## src/rtl/pwb_pkg.sv

```systemverilog
package pwb_pkg;

  typedef enum logic [1:0] {
    DRN_IDLE  = 2'd0,
    DRN_WRITE = 2'd1
  } drain_state_t;

endpackage

```

## src/rtl/pwb_pointer.sv

```systemverilog
module pwb_pointer #(
  parameter int ADDR_W = 8,
  parameter int OFF_W  = 4,
  localparam int PAGE_W = ADDR_W - OFF_W
) (
  input  logic              clk,
  input  logic              rst,
  input  logic              load,
  input  logic [ADDR_W-1:0] load_addr,
  input  logic              step,
  output logic [PAGE_W-1:0] page,
  output logic [OFF_W-1:0]  off
);

  logic [PAGE_W-1:0] page_q;
  logic [OFF_W-1:0]  off_q;

  always_ff @(posedge clk) begin
    if (rst) begin
      page_q <= '0;
      off_q  <= '0;
    end else if (load) begin
      page_q <= load_addr[ADDR_W-1:OFF_W];
      off_q  <= load_addr[OFF_W-1:0];
    end else if (step) begin
      // the page field never changes here: the offset wraps inside the page
      off_q <= off_q + 1'b1;
    end
  end

  assign page = page_q;
  assign off  = off_q;

endmodule

```

## src/rtl/pwb_page_buf.sv

```systemverilog
module pwb_page_buf #(
  parameter int DATA_W = 8,
  parameter int SLOTS  = 16,
  localparam int OFF_W = $clog2(SLOTS)
) (
  input  logic              clk,
  input  logic              rst,
  input  logic              fill_en,
  input  logic [OFF_W-1:0]  fill_slot,
  input  logic [DATA_W-1:0] fill_data,
  input  logic              flush,
  input  logic              retire_en,
  input  logic [OFF_W-1:0]  retire_slot,
  input  logic [OFF_W-1:0]  rd_slot,
  output logic [DATA_W-1:0] rd_data,
  output logic [SLOTS-1:0]  slot_full
);

  logic [DATA_W-1:0] store_q [SLOTS];
  logic [SLOTS-1:0]  full_q;

  // data storage kept free of reset so it can map onto distributed RAM
  always_ff @(posedge clk) begin
    if (fill_en) store_q[fill_slot] <= fill_data;
  end

  genvar gi;
  generate
    for (gi = 0; gi < SLOTS; gi++) begin : g_flag
      always_ff @(posedge clk) begin
        if (rst || flush) begin
          full_q[gi] <= 1'b0;
        end else if (fill_en && fill_slot == OFF_W'(gi)) begin
          full_q[gi] <= 1'b1;
        end else if (retire_en && retire_slot == OFF_W'(gi)) begin
          full_q[gi] <= 1'b0;
        end
      end
    end
  endgenerate

  assign rd_data   = store_q[rd_slot];
  assign slot_full = full_q;

endmodule

```

## src/rtl/pwb_cycle_timer.sv

```systemverilog
module pwb_cycle_timer #(
  parameter int WR_CYCLES = 625000,
  localparam int CNT_W = $clog2(WR_CYCLES + 1)
) (
  input  logic clk,
  input  logic rst,
  input  logic start,
  output logic busy
);

  logic [CNT_W-1:0] left_q;
  logic             busy_q;

  always_ff @(posedge clk) begin
    if (rst) begin
      busy_q <= 1'b0;
      left_q <= '0;
    end else if (start && !busy_q) begin
      busy_q <= 1'b1;
      left_q <= CNT_W'(WR_CYCLES - 1);
    end else if (busy_q) begin
      if (left_q == '0) busy_q <= 1'b0;
      else              left_q <= left_q - 1'b1;
    end
  end

  assign busy = busy_q;

endmodule

```

## src/rtl/pwb_drain.sv

```systemverilog
module pwb_drain
  import pwb_pkg::*;
#(
  parameter int ADDR_W = 8,
  parameter int DATA_W = 8,
  parameter int SLOTS  = 16,
  localparam int OFF_W  = $clog2(SLOTS),
  localparam int PAGE_W = ADDR_W - OFF_W
) (
  input  logic              clk,
  input  logic              rst,
  input  logic              start,
  input  logic              wp,
  input  logic [PAGE_W-1:0] page,
  input  logic [SLOTS-1:0]  slot_full,
  input  logic [DATA_W-1:0] rd_data,
  output logic [OFF_W-1:0]  rd_slot,
  output logic              retire_en,
  output logic              mem_we,
  output logic [ADDR_W-1:0] mem_addr,
  output logic [DATA_W-1:0] mem_wdata
);

  drain_state_t      state_q;
  logic              guard_q;
  logic [OFF_W-1:0]  pick;
  logic              any_full;
  logic              blocked;
  logic              we_q;
  logic [ADDR_W-1:0] addr_q;
  logic [DATA_W-1:0] wdata_q;

  // lowest filled slot wins
  always_comb begin
    pick = '0;
    for (int i = SLOTS - 1; i >= 0; i--) begin
      if (slot_full[i]) pick = OFF_W'(i);
    end
  end

  assign any_full  = |slot_full;
  // protected region is the upper half of the array: page MSB set
  assign blocked   = guard_q && page[PAGE_W-1];
  assign rd_slot   = pick;
  assign retire_en = (state_q == DRN_WRITE) && any_full;

  always_ff @(posedge clk) begin
    if (rst) begin
      state_q <= DRN_IDLE;
      guard_q <= 1'b0;
    end else begin
      case (state_q)
        DRN_IDLE: if (start) begin
          state_q <= DRN_WRITE;
          guard_q <= wp;
        end
        DRN_WRITE: if (!any_full) state_q <= DRN_IDLE;
        default: state_q <= DRN_IDLE;
      endcase
    end
  end

  always_ff @(posedge clk) begin
    if (rst) begin
      we_q    <= 1'b0;
      addr_q  <= '0;
      wdata_q <= '0;
    end else begin
      we_q <= retire_en && !blocked;
      if (retire_en) begin
        addr_q  <= {page, pick};
        wdata_q <= rd_data;
      end
    end
  end

  assign mem_we    = we_q;
  assign mem_addr  = addr_q;
  assign mem_wdata = wdata_q;

endmodule

```

## src/rtl/page_write_buffer.sv

```systemverilog
module page_write_buffer #(
  parameter int ADDR_W     = 8,
  parameter int DATA_W     = 8,
  parameter int PAGE_BYTES = 16,
  parameter int WR_CYCLES  = 625000,
  localparam int OFF_W  = $clog2(PAGE_BYTES),
  localparam int PAGE_W = ADDR_W - OFF_W
) (
  input  logic              clk,
  input  logic              rst,
  input  logic              addr_load,
  input  logic [ADDR_W-1:0] load_addr,
  input  logic              data_stb,
  input  logic [DATA_W-1:0] data_in,
  input  logic              stop_stb,
  input  logic              abort_stb,
  input  logic              wp,
  output logic              mem_we,
  output logic [ADDR_W-1:0] mem_addr,
  output logic [DATA_W-1:0] mem_wdata,
  output logic              busy
);

  logic                  open;
  logic                  take_load, take_data, take_abort, take_stop, kick;
  logic [PAGE_W-1:0]     page;
  logic [OFF_W-1:0]      off;
  logic [PAGE_BYTES-1:0] slot_full;
  logic [OFF_W-1:0]      rd_slot;
  logic [DATA_W-1:0]     rd_data;
  logic                  retire_en;

  assign open       = !busy;
  assign take_load  = addr_load && open;
  assign take_data  = data_stb && open;
  assign take_abort = abort_stb && open;
  assign take_stop  = stop_stb && open && !abort_stb;
  assign kick       = take_stop && (|slot_full);

  pwb_pointer #(.ADDR_W(ADDR_W), .OFF_W(OFF_W)) u_ptr (
    .clk(clk), .rst(rst), .load(take_load), .load_addr(load_addr),
    .step(take_data), .page(page), .off(off)
  );

  pwb_page_buf #(.DATA_W(DATA_W), .SLOTS(PAGE_BYTES)) u_buf (
    .clk(clk), .rst(rst), .fill_en(take_data), .fill_slot(off),
    .fill_data(data_in), .flush(take_abort), .retire_en(retire_en),
    .retire_slot(rd_slot), .rd_slot(rd_slot), .rd_data(rd_data),
    .slot_full(slot_full)
  );

  pwb_drain #(.ADDR_W(ADDR_W), .DATA_W(DATA_W), .SLOTS(PAGE_BYTES)) u_drain (
    .clk(clk), .rst(rst), .start(kick), .wp(wp), .page(page),
    .slot_full(slot_full), .rd_data(rd_data), .rd_slot(rd_slot),
    .retire_en(retire_en), .mem_we(mem_we), .mem_addr(mem_addr),
    .mem_wdata(mem_wdata)
  );

  pwb_cycle_timer #(.WR_CYCLES(WR_CYCLES)) u_timer (
    .clk(clk), .rst(rst), .start(kick), .busy(busy)
  );

endmodule

```

## config.mk

```make
export PLATFORM = sky130hd
export DESIGN_NAME = page_write_buffer
export DESIGN_NICKNAME = d
export VERILOG_FILES = /design/src/rtl/pwb_pkg.sv /design/src/rtl/pwb_pointer.sv /design/src/rtl/pwb_page_buf.sv /design/src/rtl/pwb_cycle_timer.sv /design/src/rtl/pwb_drain.sv /design/src/rtl/page_write_buffer.sv
export SDC_FILE = /design/constraint.sdc
export NUM_CORES = 1
export LEC_CHECK = 0
export ABC_AREA = 1
export BUFFER_PORTS_ARGS = -buffer_cell sky130_fd_sc_hd__buf_2
export CAP_MARGIN = 15
export CORE_MARGIN = 3
export CORE_UTILIZATION = 40
export CTS_CLUSTER_DIAMETER = 200
export CTS_CLUSTER_SIZE = 24
export DETAILED_ROUTE_END_ITERATION = 10
export SLEW_MARGIN = 0
export SYNTH_ARGS = -nofsm -noshare
export SYNTH_HDL_FRONTEND = slang
export SYNTH_SLANG_ARGS = --single-unit
export TNS_END_PERCENT = 10
```

## constraint.sdc

```tcl
create_clock -name clk -period 5.6 [get_ports clk]
set_clock_uncertainty 0.1 [all_clocks]
set_input_delay 0.28 -clock clk [delete_from_list [all_inputs] [get_ports clk]]
set_output_delay 0.28 -clock clk [all_outputs]
set_load 0.05 [all_outputs]
```

==> results of run 1 <==
==> critical path, stage by stage, from the launching register on <==
cell and delay (ps):
dfxtp_1 350, inv_1 60, nand2_1 60, nand2_1 50, nand2_1 50, nand2_1 50
nand2_1 50, nand2_1 40, nand2_1 50, nand2_1 40, nand2_1 50, nand2_1 60
nand2_2 380, nand2_4 390, nand2_4 390, nand2_4 320, nor2_4 360, inv_1 120
o21ai_0 170, a21oi_1 80
==> cell type report <==
cell class	instances	area [um^2]	area share, %
Inverter	112	420	4.44
Timing Repair Buffer	46	250	2.65
Sequential cell	192	5120	54.2
Clock buffer	18	429	4.54
Multi-Input combinational cell	548	2720	28.8
Clock inverter	14	174	1.84
Tap cell	270	338	3.57
==> placed cells by master (no fill, tap or decap), drive strengths merged <==
master	Yosys	routed
nand3b	10	10
o211ai	1	1
edfxtp	128	128
buf	20	43
dlygate4sd3	0	3
nor4	2	2
a31oi	1	1
ha	5	5
nand3	115	115
or3	1	1
nor2	105	105
a211oi	1	1
clkbuf	15	18
inv	110	114
nor3b	3	3
clkinv	2	7
o21ai	48	48
o21a	1	1
a21oi	36	36
xor2	2	2
a31o	1	1
nand2	151	151
or2	2	2
nand4	51	51
bufinv	0	2
clkinvlp	0	3
dfxtp	64	64
nor3	12	12
==> sequential cells by signal, summed over array words and instances, names as in the netlist <==
register and cells:
u_drain.mem_wdata 8, u_buf.store_q 128, u_buf.slot_full 16, u_drain.state_q 1, u_ptr.page 4, u_timer.busy 1
u_drain.guard_q 1, u_timer.left_q 20, u_drain.mem_addr 8, u_drain.mem_we 1, u_ptr.off 4
==> repair_timing <==
action / CTS / global route
hold buffers: 3 / 0
endpoints found under the hold margin: 3 / 0
endpoints found under the setup margin: 0 / 0
gates resized for setup: 0 / 0
==> how the worst max path moves through the flow <==
stage,startpoint,to,slack (ps),depth (start not counted)
2_1_floorplan,u_timer.left_q[0],u_timer.left_q[17],3390,16
3_3_place_gp,u_buf.slot_full[14],u_buf.slot_full[13],2220,20
3_5_place_dp,u_buf.slot_full[14],u_buf.slot_full[9],2230,20
4_1_cts,u_buf.slot_full[14],u_buf.slot_full[9],2210,20
5_1_grt,u_buf.slot_full[14],u_buf.slot_full[5],1810,20
6_report,u_buf.slot_full[13],u_buf.slot_full[9],2200,19
==> through the flow <==
| step | hold WS, ps | instance area, um^2 |
|---|---|---|
| floorplan | 279 | 8420 |
| global placement | 359 | 8810 |
| finish | 19.5 | 9460 |
| CTS | 9.74 | 9450 |
| detailed placement | 361 | 8820 |
| global route | 15.9 | 9460 |
==> synth_stat cells <==
cell type / instances
nand2_1: 144
edfxtp_1: 128
nand3_1: 114
inv_1: 99
nor2_1: 96
dfxtp_1: 64
nand4_1: 50
o21ai_0: 46
a21oi_1: 35
clkbuf_1: 15
inv_2: 11
buf_2: 10
nand3b_1: 10
nor3_1: 10
buf_1: 5
buf_4: 5
ha_1: 5
nand2_4: 5
nor2_2: 5
nor2_4: 4
clkinv_1: 2
nand2_2: 2
nor3b_1: 2
nor4_1: 2
o21ai_1: 2
xor2_1: 2
a211oi_1: 1
a21oi_2: 1
a31o_2: 1
a31oi_1: 1
nand3_2: 1
nand4_4: 1
nor3_2: 1
nor3_4: 1
nor3b_2: 1
o211ai_1: 1
o21a_1: 1
or2_1: 1
or2_4: 1
or3_1: 1
==> layer usage <==
metal	routed length [um]	up-vias	track usage [%]	part of all wire, %
met1	8980	3057	23.9	42
li1	-	3087	-	-
met3	912	35	3.26	4.3
met2	10700	143	32.6	51
met4	556	0	7.34	2.6
met5	0	-	0	0
==> power breakdown <==
part / internal (uW) / switching (uW) / leakage, uW
combinational: 80.7 / 190 / 0.00170
sequential: 1550 / 19.6 / 0.00167
clock: 673 / 566 / 0.000283
==> kinds of logic (layout without fill, tap and decap cells) <==
kind of cell	Yosys count	after routing	synth area share (%)
AND/OR/NAND/NOR	452	452	25.8
buffers and inverters	147	190	6.92
adder cells (fa/ha/maj)	5	5	0.743
AO/OA/AOI/OAI	89	89	5.48
XOR/XNOR	2	2	0.208
flip-flops	192	192	60.8
==> reports/metrics.yaml, run 1 <==
floorplan:
  dieArea_mm2: 0.0228
  die_h_um: 151
  die_w_um: 151
  ios: 41
  coreArea_mm2: 0.0204
  rows: 52
  floorplan.initialDensity_pct: 41.2
timing:
  hold_violations: 0
  finalWorstSetupSlack_ps: 2200
  post-route-period-util_pct: 60.7
  tightest_slew_ps: 1030
  max_slew_margin_pct: 31.1
  finalSetupViolCount: 0
  maxSlewViolCount: 0
  finalSetupTns_ps: 0
  post-route-min-period_ps: 3400
  rsz0062_at_grt: "false"
  fmax_ghz: 0.294
hold_path:
  min_from: "load_addr[7]"
  hold_path_end: "u_ptr.page[3]"
  min_path_cells: 3
  holdCritPathClass: "primary input to flop"
global_routing:
  grt_overflow: 0
  grt_start_max_net_pins: 60
  grt_pass1_wl_mm: 32.8
  track_usage_pct: 19.0
  antenna_found_initial: 0
  grt_pass1_vias: 6067
place:
  pre_cts_slack_ps: 2230
  dp_cells: 1164
  hpwlAfterDp_mm: 14.0
  io_buffers: 40
  gp_congestion: 0.829
clock_tree:
  clock_path_buffers: 2
  clock_sinks: 192
  numCtsBuffers: 17
  postCtsSetupBuffers: 0
  htreeDepth: 4
  cts_root_buf: "clkbuf_16"
  cts_tree: "built"
  cts.reportedPaths.clkPinSlew_ps: 70
  clkLatencyLatePin_ps: 430
layout:
  post-route-util_pct: 46.3
  drive_gt1_share_pct: 11.6
  nets: 945
  antenna_cells: 0
  fillers: 1953
  final_cells: 1200
  synthToLayoutAreaGrowth_pct: 12.3
route:
  avgRoutedWirePerCell_um: 17.6
  vias: 6322
  drt_iter0_markers: 471
  firstDrtPassIters: 5
  routed_wl_mm: 21.1
  route.detailed.drc: 0
  drt.antenna.violating_nets: 0
  vias_per_cell: 5.27
worst_setup_path:
  crit_fanout: 35
  r2r_end: "u_buf.slot_full[9]"
  arrival_ps: 3590
  crit_required_ps: 5790
  path_class: "flop to flop"
  cp-end-kind: "flop"
  start_kind: "flop"
  rrSetupSlack_ps: 2200
  r2r_cells: 19
  timing.rr.start: "u_buf.slot_full[13]"
synthesis:
  postSynthAreaPerCell_um2: 9.50
  synth_top_area_share_pct: 45.6
  yosys_warnings: 0
  netlist.top_cell.by_area: "edfxtp_1"
  synth_cells: 887
  synthTopCellsByArea: "edfxtp_1, dfxtp_1, nand3_1"
  syn-cell-area_mm2: 0.00842
  synth_cell_types: 40
  yosysSeqAreaShare_pct: 60.8
  synth_seq_cells: 192
  syn_nets: 915
pwr:
  p_leak_uw: 0.00366
  power_uw: 3070
  ir_worst_vdd_v: 0.000204
  power.density_mw_per_mm2: 325
run_status:
  run_status: "complete, no violations"
run:
  max_cap_violations: 0
Power figures use the tool's default switching activity.
==> run 2: changes to the inputs <==
- clock period: 5.6 -> 3 ns (I/O delays scaled with it)
==> reports/metrics.yaml, run 2 (synthesis gave the netlist of run 1 again) <==
run_status:
  run_status: "complete, no violations"
clock_tree:
  cts_root_buf: "clkbuf_16"
  clock_path_buffers: 2  # unchanged
  postCtsHoldBufs: 8  # +5
  numCtsBuffers: 17  # unchanged
  postCtsSetupBuffers: 0  # unchanged
  htreeDepth: 4  # unchanged
  clkLatencyLatePin_ps: 430  # about the same
  clock_sinks: 192  # unchanged
  cts.reportedPaths.clkPinSlew_ps: 70  # about the same
  cts_tree: "built"
  cts_resized: 0  # unchanged
worst_setup_path:
  start_kind: "flop"
  arrival_ps: 2750  # -840 ps
  crit_fanout: 16  # -54%
  crit_required_ps: 3270  # -2520 ps
  r2r_end: "u_drain.mem_wdata[5]"
  cp-end-kind: "flop"
  timing.rr.start: "u_buf.slot_full[15]"
  path_class: "flop to flop"
  r2r_cells: 18  # -1
  rrSetupSlack_ps: 530  # -1670 ps
route:
  route.detailed.drc: 0  # unchanged
  firstDrtPassIters: 5  # unchanged
  drt.antenna.violating_nets: 0  # unchanged
  vias_per_cell: 5.14  # -2.3%
  routed_wl_mm: 21.6  # +2.2%
  vias: 6318  # -0.063%
  avgRoutedWirePerCell_um: 17.6  # -0.13%
  drt_iter0_markers: 480  # +1.9%
layout:
  mostFrequentLayoutCell: "nand2_1"
  drive_gt1_share_pct: 13.9  # +2.3 points
  antenna_cells: 0  # unchanged
  fillers: 1923  # -1.5%
  largest_reg_flops: 128  # unchanged
  synthToLayoutAreaGrowth_pct: 14.8
  final_cell_mix: "nand2_1, edfxtp_1, nand3_1"
  nets: 973  # +3.0%
  top_register: "u_buf.store_q"
timing:
  tightest_slew_ps: 893  # -137 ps
  max_slew_margin_pct: 40.3  # +9.2 points
  finalWorstSetupSlack_ps: 526  # -1670 ps
  post-route-min-period_ps: 2470  # -926 ps
  maxSlewViolCount: 0  # unchanged
  post-route-period-util_pct: 82.5  # +22 points
  finalSetupTns_ps: 0  # unchanged
  rsz0062_at_grt: "false"
  fmax_ghz: 0.404  # +37%
  hold_violations: 0  # unchanged
  finalSetupViolCount: 0  # unchanged
place:
  pre_cts_slack_ps: 511  # -1720 ps
  gp_congestion: 0.830  # +0.14%
  hpwlAfterDp_mm: 14.5  # +3.4%
  io_buffers: 40  # unchanged
hold_path:
  holdCritPathClass: "primary input to flop"
  hold_path_end: "u_buf.store_q[11][6]"
  min_from: "data_in[6]"
  min_path_cells: 1  # -2
run:
  max_cap_violations: 0  # unchanged
floorplan:
  ios: 41  # unchanged
  dieArea_mm2: 0.0228  # unchanged
  coreArea_mm2: 0.0204  # unchanged
  die_w_um: 151  # unchanged
  rows: 52  # unchanged
  floorplan.initialDensity_pct: 41.2  # unchanged
  die_h_um: 151  # unchanged
global_routing:
  grt_pass1_wl_mm: 33.0  # +0.61%
  grt_start_max_net_pins: 56  # -6.7%
  antenna_found_initial: 0  # unchanged
  grt_overflow: 0  # unchanged
  track_usage_pct: 19.4  # +0.39 points
  grt_pass1_vias: 6056  # -0.18%
pwr:
  switching_share_pct: 26.1  # +0.86 points
  p_int_uw: 4160  # +81%
  power.density_mw_per_mm2: 582  # +79%
  ir_worst_vdd_v: 0.000402  # +97%
  combPwrFrac_pct: 9.4  # +0.6 points
  pwr-share-clk_pct: 38.7  # -1.6 points
  p_seq_share_pct: 52.0  # +1.1 points
  p_sw_uw: 1470  # +89%
  p_leak_uw: 0.00379  # +3.7%
[run 2: changes by cell type in the layout (fill, tap and decap cells not counted), moves of 2 or more]
cell / change
bufinv_16: -2
inv_8: +2
buf_4: +23
dlygate4sd3_1: +5
[run 2: through the flow]
step	cells	cell area, um^2	hold WS (ps)	util [%]	total power (uW)
after floorplan	887	8420	149	-	3330
after global placement	1188	9010	304	44.1	3500
after detailed placement	1188	9010	311	44.1	3500
after CTS	1228	9670	6.03	47.3	5660
after global routing	1228	9670	23.2	47.3	5820
final	1228	9670	26.2	47.3	5620
[run 2: layout make-up]
type                    instances  area [um^2]  area share [%]
clock inverters                15          148            1.53
clock buffers                  17          425            4.40
multi-input cells             548         2720            28.2
repair buffers                 74          488            5.05
inverters                     112          420            4.35
well taps                     270          338            3.49
flip-flops and latches        192         5120            53.0
[run 2: worst max path at each step]
stage	start	slack [ps]	endpoint	depth (start not counted)
after floorplan	u_timer.left_q[0]	790	u_timer.left_q[17]	16
after global placement	u_timer.left_q[0]	560	u_timer.left_q[17]	16
after detailed placement	u_timer.left_q[0]	510	u_timer.left_q[17]	16
after CTS	u_timer.left_q[0]	500	u_timer.left_q[15]	18
after global routing	u_buf.slot_full[14]	100	u_drain.mem_wdata[0]	23
final	u_buf.slot_full[15]	530	u_drain.mem_wdata[5]	18
[run 2: worst max-delay path, stage by stage, from the launching register on]
cell	delay, ps
dfxtp_1	340
inv_1	40
nand2_1	70
nand3_1	70
nand3_1	70
nand3_1	60
nand3_1	70
nand2_1	90
a21oi_4	280
inv_2	200
nor2_2	430
nand2_1	110
nand2_1	90
inv_1	40
nand3_1	80
nand2_1	60
nand2_1	90
nor2_1	50
nor2_1	70
[run 2: metal layers]
layer	wire, um	up-vias	global-route usage [%]
met2	11000	152	34.0
met3	882	40	3.44
met5	0	-	0
li1	-	3133	-
met1	9040	2993	23.4
met4	650	0	8.30
[run 2: power by group through the flow]
stage / logic (uW) / clock network (uW) / registers [uW]
6_report: 526 / 2170 / 2920
4_1_cts: 532 / 2210 / 2920
3_5_place_dp: 521 / 0 / 2980
3_3_place_gp: 518 / 0 / 2980
2_1_floorplan: 349 / 0 / 2980
5_1_grt: 587 / 2310 / 2930
